<file path="src/rtl/dbg_seq_pkg.sv">
package dbg_seq_pkg;
  localparam int NUM_CH = 4;
  localparam int SC_W   = 4;

  typedef enum logic [2:0] {
    ST_IDLE  = 3'd0,
    ST_ONE   = 3'd1,
    ST_TWO   = 3'd2,
    ST_THREE = 3'd3,
    ST_FINAL = 3'd4
  } seq_state_e;

  typedef enum logic [1:0] {
    TGT_NONE  = 2'd0,
    TGT_TWO   = 2'd1,
    TGT_THREE = 2'd2,
    TGT_FINAL = 2'd3
  } tgt_e;

  // target of one channel for a given State1 steering code
  function automatic tgt_e route_of(logic [SC_W-1:0] sc, int ch);
    tgt_e t;
    t = TGT_NONE;
    unique case (sc)
      4'd0:  t = TGT_TWO;
      4'd1:  t = TGT_THREE;
      4'd2:  t = TGT_FINAL;
      4'd3:  if (ch == 2) t = TGT_TWO;
      4'd4:  if (ch == 2) t = TGT_THREE;
      4'd5:  if (ch == 2) t = TGT_FINAL;
      4'd6:  if (ch == 0) t = TGT_TWO;   else if (ch == 1) t = TGT_THREE;
      4'd7:  if (ch == 0) t = TGT_FINAL; else if (ch == 1) t = TGT_THREE;
      4'd8:  if (ch == 0) t = TGT_TWO;   else if (ch == 2) t = TGT_THREE;
      4'd9:  if (ch == 0) t = TGT_FINAL; else if (ch == 2) t = TGT_THREE;
      4'd10: if (ch == 1) t = TGT_TWO;   else if (ch == 3) t = TGT_THREE;
      4'd11: if (ch == 1) t = TGT_FINAL; else if (ch == 3) t = TGT_THREE;
      4'd12: if (ch != 3) t = TGT_TWO;
      default: t = TGT_NONE;
    endcase
    return t;
  endfunction
endpackage

</file>
<file path="src/rtl/dbg_seq_ctrl_reg.sv">
module dbg_seq_ctrl_reg
  import dbg_seq_pkg::*;
#(
  parameter int DATA_W = 8
) (
  input  logic              clk_i,
  input  logic              rst_ni,
  input  logic              armed_i,
  input  logic              we_i,
  input  logic [DATA_W-1:0] wdata_i,
  output logic [SC_W-1:0]   sc_o,
  output logic [DATA_W-1:0] rdata_o
);
  localparam int PAD_W = DATA_W - SC_W;

  logic [SC_W-1:0] sc_q;

  always_ff @(posedge clk_i or negedge rst_ni) begin
    if (!rst_ni)             sc_q <= '0;
    else if (we_i && !armed_i) sc_q <= wdata_i[SC_W-1:0];
  end

  assign sc_o    = sc_q;
  assign rdata_o = {{PAD_W{1'b0}}, sc_q};
endmodule

</file>
<file path="src/rtl/dbg_seq_route.sv">
module dbg_seq_route
  import dbg_seq_pkg::*;
(
  input  logic [SC_W-1:0]         sc_i,
  output logic [NUM_CH-1:0][1:0]  tgt_o
);
  for (genvar ch = 0; ch < NUM_CH; ch++) begin : g_ch
    always_comb tgt_o[ch] = route_of(sc_i, ch);
  end
endmodule

</file>
<file path="src/rtl/dbg_seq_prio.sv">
module dbg_seq_prio
  import dbg_seq_pkg::*;
(
  input  logic [NUM_CH-1:0]       hit_i,
  input  logic [NUM_CH-1:0][1:0]  tgt_i,
  output logic                    valid_o,
  output tgt_e                    tgt_o
);
  logic [NUM_CH-1:0] fin_hit;
  logic [NUM_CH-1:0] live_hit;

  for (genvar ch = 0; ch < NUM_CH; ch++) begin : g_hit
    assign live_hit[ch] = hit_i[ch] && (tgt_i[ch] != TGT_NONE);
    assign fin_hit[ch]  = hit_i[ch] && (tgt_i[ch] == TGT_FINAL);
  end

  always_comb begin
    tgt_o   = TGT_NONE;
    valid_o = |live_hit;
    if (|fin_hit) begin
      tgt_o = TGT_FINAL;
    end else begin
      // scan downward so the lowest channel is written last
      for (int ch = NUM_CH - 1; ch >= 0; ch--) begin
        if (live_hit[ch]) tgt_o = tgt_e'(tgt_i[ch]);
      end
    end
  end
endmodule

</file>
<file path="src/rtl/dbg_seq_fsm.sv">
module dbg_seq_fsm
  import dbg_seq_pkg::*;
(
  input  logic       clk_i,
  input  logic       rst_ni,
  input  logic       arm_i,
  input  logic       s1_valid_i,
  input  tgt_e       s1_tgt_i,
  input  logic       any_hit_i,
  output seq_state_e state_o,
  output logic       final_o
);
  seq_state_e state_q, state_d;
  logic       final_q;

  always_comb begin
    state_d = state_q;
    if (!arm_i) begin
      state_d = ST_IDLE;
    end else begin
      unique case (state_q)
        ST_IDLE: state_d = ST_ONE;
        ST_ONE: if (s1_valid_i) begin
          unique case (s1_tgt_i)
            TGT_TWO:   state_d = ST_TWO;
            TGT_THREE: state_d = ST_THREE;
            TGT_FINAL: state_d = ST_FINAL;
            default:   state_d = ST_ONE;
          endcase
        end
        ST_TWO, ST_THREE: if (any_hit_i) state_d = ST_FINAL;
        ST_FINAL: state_d = ST_FINAL;
        default:  state_d = ST_IDLE;
      endcase
    end
  end

  always_ff @(posedge clk_i or negedge rst_ni) begin
    if (!rst_ni) begin
      state_q <= ST_IDLE;
      final_q <= 1'b0;
    end else begin
      state_q <= state_d;
      final_q <= (state_d == ST_FINAL);
    end
  end

  assign state_o = state_q;
  assign final_o = final_q;
endmodule

</file>
<file path="src/rtl/dbg_seq_top.sv">
module dbg_seq_top
  import dbg_seq_pkg::*;
#(
  parameter int DATA_W = 8
) (
  input  logic              clk_i,
  input  logic              rst_ni,
  input  logic              arm_i,
  input  logic              reg_we_i,
  input  logic [DATA_W-1:0] reg_wdata_i,
  output logic [DATA_W-1:0] reg_rdata_o,
  input  logic [NUM_CH-1:0] match_i,
  input  logic [NUM_CH-1:0] match_en_i,
  output logic [2:0]        state_o,
  output logic              final_o
);
  logic [SC_W-1:0]        sc;
  logic [NUM_CH-1:0][1:0] tgt;
  logic [NUM_CH-1:0]      hit;
  logic                   s1_valid;
  tgt_e                   s1_tgt;
  seq_state_e             state;

  assign hit = match_i & match_en_i;

  dbg_seq_ctrl_reg #(.DATA_W(DATA_W)) ctrl_i (
    .clk_i   (clk_i),
    .rst_ni  (rst_ni),
    .armed_i (arm_i),
    .we_i    (reg_we_i),
    .wdata_i (reg_wdata_i),
    .sc_o    (sc),
    .rdata_o (reg_rdata_o)
  );

  dbg_seq_route route_i (
    .sc_i  (sc),
    .tgt_o (tgt)
  );

  dbg_seq_prio prio_i (
    .hit_i   (hit),
    .tgt_i   (tgt),
    .valid_o (s1_valid),
    .tgt_o   (s1_tgt)
  );

  dbg_seq_fsm fsm_i (
    .clk_i      (clk_i),
    .rst_ni     (rst_ni),
    .arm_i      (arm_i),
    .s1_valid_i (s1_valid),
    .s1_tgt_i   (s1_tgt),
    .any_hit_i  (|hit),
    .state_o    (state),
    .final_o    (final_o)
  );

  assign state_o = state;
endmodule

</file>
<file path="config.mk">
export PLATFORM = sky130hd
export DESIGN_NAME = dbg_seq_top
export DESIGN_NICKNAME = d
export VERILOG_FILES = /design/src/rtl/dbg_seq_pkg.sv /design/src/rtl/dbg_seq_ctrl_reg.sv /design/src/rtl/dbg_seq_route.sv /design/src/rtl/dbg_seq_prio.sv /design/src/rtl/dbg_seq_fsm.sv /design/src/rtl/dbg_seq_top.sv
export SDC_FILE = /design/constraint.sdc
export NUM_CORES = 1
export LEC_CHECK = 0
export ABC_AREA = 1
export BUFFER_PORTS_ARGS = -buffer_cell sky130_fd_sc_hd__buf_2
export CAP_MARGIN = 20
export CELL_PAD_IN_SITES_DETAIL_PLACEMENT = 0
export CELL_PAD_IN_SITES_GLOBAL_PLACEMENT = 1
export CORE_UTILIZATION = 34
export DETAILED_ROUTE_END_ITERATION = 10
export PLACE_DENSITY_LB_ADDON = 0.08
export SLEW_MARGIN = 20
export SYNTH_ARGS = -nofsm -noshare
export SYNTH_HDL_FRONTEND = slang
export SYNTH_HIERARCHICAL = 1
export SYNTH_SLANG_ARGS = --single-unit
export TNS_END_PERCENT = 30
</file>
<file path="constraint.sdc">
create_clock -name clk_i -period 4.65 [get_ports clk_i]
set_input_delay 0.465 -clock clk_i [delete_from_list [all_inputs] [get_ports clk_i]]
set_output_delay 0.465 -clock clk_i [all_outputs]
set_load 0.005 [all_outputs]
</file>
# Yosys cells after proc, flatten, opt, wreduce, memory -nomap -nowiden
# Cells that the tools add are included.
# word_totals
regBits,8
out_inout_bits,12
word_cells,71
# op_classes
bitwise_logic,1
eq_ne,24
n_reduce_logical,29
n_mux,14
# op_table
op,n
$pmux W2 S3,4
$eq A4 B4 Y1 const B,5
$reduce_or A4 Y1,5
$eq A4 B3 Y1 const B,4
$reduce_or A3 Y1,5
$eq A2 B2 Y1 const B,6
$pmux W3 S4,1
$mux W2,5
$logic_and A1 B1 Y1,9
$mux W3,3
$pmux W3 S3,1
$eq A4 B2 Y1 const B,2
$reduce_bool A2 Y1,4
$eq A3 B2 Y1 const B,2
$eq A3 B3 Y1 const B,2
$reduce_or A2 Y1,3
$and A4 B4 Y4,1
$eq A4 B1 Y1 const B,1
$logic_not A4 Y1,1
$eq A3 B1 Y1 const B,1
$logic_not A3 Y1,1
$eq A2 B1 Y1 const B,1
$logic_not A1 Y1,1

# Logic depth before layout (Yosys ltp)
# depth
depth_word,16
mapped_depth,21

# By module
# The synthesis kept the hierarchy.
# modules_own_cells
mod,seq_area_each_um2,n_inst,cells_per_inst,area_each_um2
dbg_seq_fsm,100.1,1,42,300.3
dbg_seq_ctrl_reg,100.1,1,27,224.0
dbg_seq_route,0.0,1,40,180.2
dbg_seq_prio,0.0,1,36,151.4
dbg_seq_top,0.0,1,13,48.8

# Least setup slack after synthesis
# OpenSTA, ideal clock, no wires.
# synth_timing
kind,register to register
start,register ctrl_i.sc_q[1] (netlist: ctrl_i/sc_o[1])
end,register fsm_i.final_q (netlist: fsm_i/final_o)
n_path_buf,2
setup_ns,0.069
required_time_ns,4.581
path_stages_with_launch,19
slack_ns,2.502
period_less_slack_ns,2.148
t_arrival_ns,2.079
cell_sequence,dfrtp_1 > buf_4 > buf_6 > nor2_1 > nand3_1 > nand3_1 > nand2_1 > nand3_1 > nand2_1 > nand2_1 > nand2_1 > nand2_1 > inv_1 > ha_1 > nand2_1 > o21ai_1 > a21boi_2 > nand3_1 > nor2_2
# synth_lines
item,line,text
"start, declared",dbg_seq_ctrl_reg.sv:16,logic [SC_W-1:0] sc_q;
"start signal, assigned",dbg_seq_ctrl_reg.sv:20,else if (we_i && !armed_i) sc_q <= wdata_i[SC_W-1:0];
"end signal, assigned",dbg_seq_fsm.sv:44,final_q <= (state_d == ST_FINAL);
"end, declared",dbg_seq_fsm.sv:14,logic final_q;

==> results.sh <==
export IMPL_status="finished, final reports clean"
export IMPL_areaGrowthSynthToFinish_pct=12.7
export IMPL_die_h_um=53.6
export IMPL_diodes=0
export IMPL_cp_top_family="simple AND/OR/NAND/NOR gates"
export IMPL_netlist_top_cells_count="nand2_1 (54), inv_1 (21), nand3_1 (20)"
export IMPL_setup_viol=0
export IMPL_rsz0062_at_grt="no"
export IMPL_cts_resized=0
export IMPL_yosys_area_top_type="nand2_1"
export IMPL_yosys_warnings=6
export IMPL_grt_max_degree=13
export IMPL_first_global_vias=745
export IMPL_crit_top_cell="nand2_1"
export IMPL_holdCritPathClass="input port to asynchronous set/reset pin"
export IMPL_skew_ns=0.000538
export IMPL_first_iter_violations=19
export IMPL_crit_path_start_kind="flip-flop"
export IMPL_grt_total_usage=0.147
export IMPL_synth_edf_count=0
export IMPL_ctsHoldBuffers=0
export IMPL_yosysMostFrequentCell="nand2_1"
export IMPL_routed_via_density=4.38
export IMPL_grt_ovfl_total=0
export IMPL_cp_required_ns=4.83
export IMPL_setup_slack_ns=2.33
export IMPL_root_buffer="clkbuf_4"
export IMPL_htree_levels=1
export IMPL_fin_setup_tns_ns=0
export IMPL_cts_tree="done"
export IMPL_place_ws_ns=2.34
export IMPL_path_depth=17
export IMPL_crit_buf_inv=2
export IMPL_num_fill_cells=293
export IMPL_synth_area_per_cell_um2=5.73
export IMPL_syn_cell_area_um2=905
export IMPL_slew_viol_final=0
export IMPL_synth_top_area_frac=0.224
export IMPL_die_area_um2=2870
export IMPL_report_final_hold_viol_count=0
export IMPL_p_total_uw=312
export IMPL_hpwl_um=1590
export IMPL_firstDrtPassIters=4
export IMPL_ys_async_sr_fraction=1.00
export IMPL_ant_nets=0
export IMPL_ys_seq_area_frac=0.221
export IMPL_globalplace_congestion=0.755
export IMPL_synth_seq_cells=8
export IMPL_cts_clk_slew_worst_paths_ns=0.05
export IMPL_reg2reg_to="fsm_i/final_o$_DFF_PN0_"
export IMPL_grt_pass1_wl_um=3060
export IMPL_crit_arrival_ns=2.50
export IMPL_synth_distinct_cells=21
export IMPL_layout_nets=203
export IMPL_crit_path_max_incr_delay_ns=0.54
export IMPL_fp_dieW_um=53.6
export IMPL_worstSkewPairLatency_ns=0.25
export IMPL_post_drt_wl_per_cell_um=8.92
export IMPL_io_buffers=23
export IMPL_syn_inst=158
export IMPL_clockBufferDepth=2
export IMPL_antenna_found_initial=0
export IMPL_rows=18
export IMPL_fin_crit_ns=2.32
export IMPL_route_detailed_drc=0
export IMPL_power_density_nw_per_um2=306
export IMPL_vias=911
export IMPL_synth_area_leaders="nand2_1 (22%), dfrtp_1 (22%), nand3_1 (11%)"
export IMPL_start_util=0.362
export IMPL_crit_type="flip-flop to flip-flop"
export IMPL_peakVddDrop_mv=0.188
export IMPL_synth_top_flop_cell="dfrtp_1"
export IMPL_maxCapViolations=0
export IMPL_cts_sinks=8
export IMPL_slowest_stage="dfrtp_1"
export IMPL_cts_buffers=3
export IMPL_post_cts_buffers=0
export IMPL_r2r_cells=17
export IMPL_critPathMaxFanout=12
export IMPL_cp_cell_sequence="nand2_1 > nand3_1 > nand3_1 > nand2_1 > inv_2 > nor2_1 > nand2_1 > nand2_1 > nand2_1 > nand2_1 > inv_1 > ha_1 > nand2_1 > o21ai_1 > a21boi_2 > nand3_1 > nor2_2"
export IMPL_leakage_nw=0.680
export IMPL_drt_total_wl_um=1860
export IMPL_max_freq_mhz=432
export IMPL_design_core_area_um2=2500
export IMPL_timing_rr_start="ctrl_i/sc_o[1]$_DFFE_PN0P_"
export IMPL_finalCritPeriodShare=0.498
export IMPL_io_pins=32
export IMPL_r2r_setup_slack_ns=2.33
export IMPL_drive_above_1_share=0.236
export IMPL_hold_ws_ns=0.0524
export IMPL_critPathCaptureType="flip-flop"
-- metal layers --
| metal | track usage | wire [um] | part of all wire |
|---|---|---|---|
| met1 | 0.217 | 1020 | 0.55 |
| met2 | 0.217 | 794 | 0.43 |
| met3 | 0.00847 | 41 | 0.022 |
| met4 | 0.0658 | 0 | 0 |
| met5 | 0 | 0 | 0 |
-- where the power goes --
group          total, mW  internal [mW]  leakage, nW  switching (mW)
clock             0.0517         0.0294       0.0138          0.0223
combinational      0.161         0.0615        0.563          0.0999
sequential        0.0992         0.0806        0.103          0.0186
total              0.312          0.172        0.680           0.141
-- worst max path at each step --
stage	startpoint	to	slack, ns
6_report	ctrl_i/sc_o[1]$_DFFE_PN0P_	fsm_i/final_o$_DFF_PN0_	2.33
5_1_grt	ctrl_i/sc_o[1]$_DFFE_PN0P_	fsm_i/final_o$_DFF_PN0_	2.11
4_1_cts	ctrl_i/sc_o[1]$_DFFE_PN0P_	fsm_i/final_o$_DFF_PN0_	2.33
3_5_place_dp	ctrl_i/sc_o[1]$_DFFE_PN0P_	fsm_i/final_o$_DFF_PN0_	2.34
3_3_place_gp	ctrl_i/sc_o[1]$_DFFE_PN0P_	fsm_i/final_o$_DFF_PN0_	2.35
2_1_floorplan	ctrl_i/sc_o[1]$_DFFE_PN0P_	fsm_i/final_o$_DFF_PN0_	2.50
-- cells by family after synthesis --
logic type      after synthesis  synth area share
other cells                   1           0.00415
simple gates                102             0.492
buf+inv                      37             0.195
flops                         8             0.221
fa+ha+maj                     3            0.0415
compound gates                7            0.0456
-- sequential cells by signal (all words and copies together) (netlist names) --
register,flops
fsm_i/state_o,3
ctrl_i/sc_o,4
fsm_i/final_o,1
-- final cells by class --
type | instances | area, um^2 | area share
Sequential cell | 8 | 200 | 0.196
Multi-Input combinational cell | 116 | 539 | 0.529
Timing Repair Buffer | 23 | 115 | 0.113
Clock buffer | 3 | 22.5 | 0.0221
Inverter | 28 | 105 | 0.103
Tap cell | 30 | 37.5 | 0.0368
-- through the flow --
stage | cells | cell area, um^2 | util
after floorplan | 161 | 916 | -
after global placement | 205 | 997 | 0.399
after detailed placement | 205 | 997 | 0.399
after CTS | 208 | 1020 | 0.408
after global routing | 208 | 1020 | 0.408
final | 208 | 1020 | 0.408
-- layout by cell type (no fill, tap or decap) --
cell type,Yosys,final
nand2_1,54,54
buf_2,0,23
inv_1,21,21
nand3_1,20,20
nor2_1,14,14
dfrtp_1,8,8
inv_2,6,6
nand2_2,5,5
conb_1,1,4
clkbuf_4,0,3
nand4_1,3,3
a21oi_1,3,3
nor2_2,3,3
ha_1,3,3
o21ai_1,2,2
nor3_2,1,1
a21boi_2,1,1
clkinv_1,1,1
nor3_1,1,1
and3_1,1,1
o21ai_0,1,1
Power figures use the tool's default switching activity.
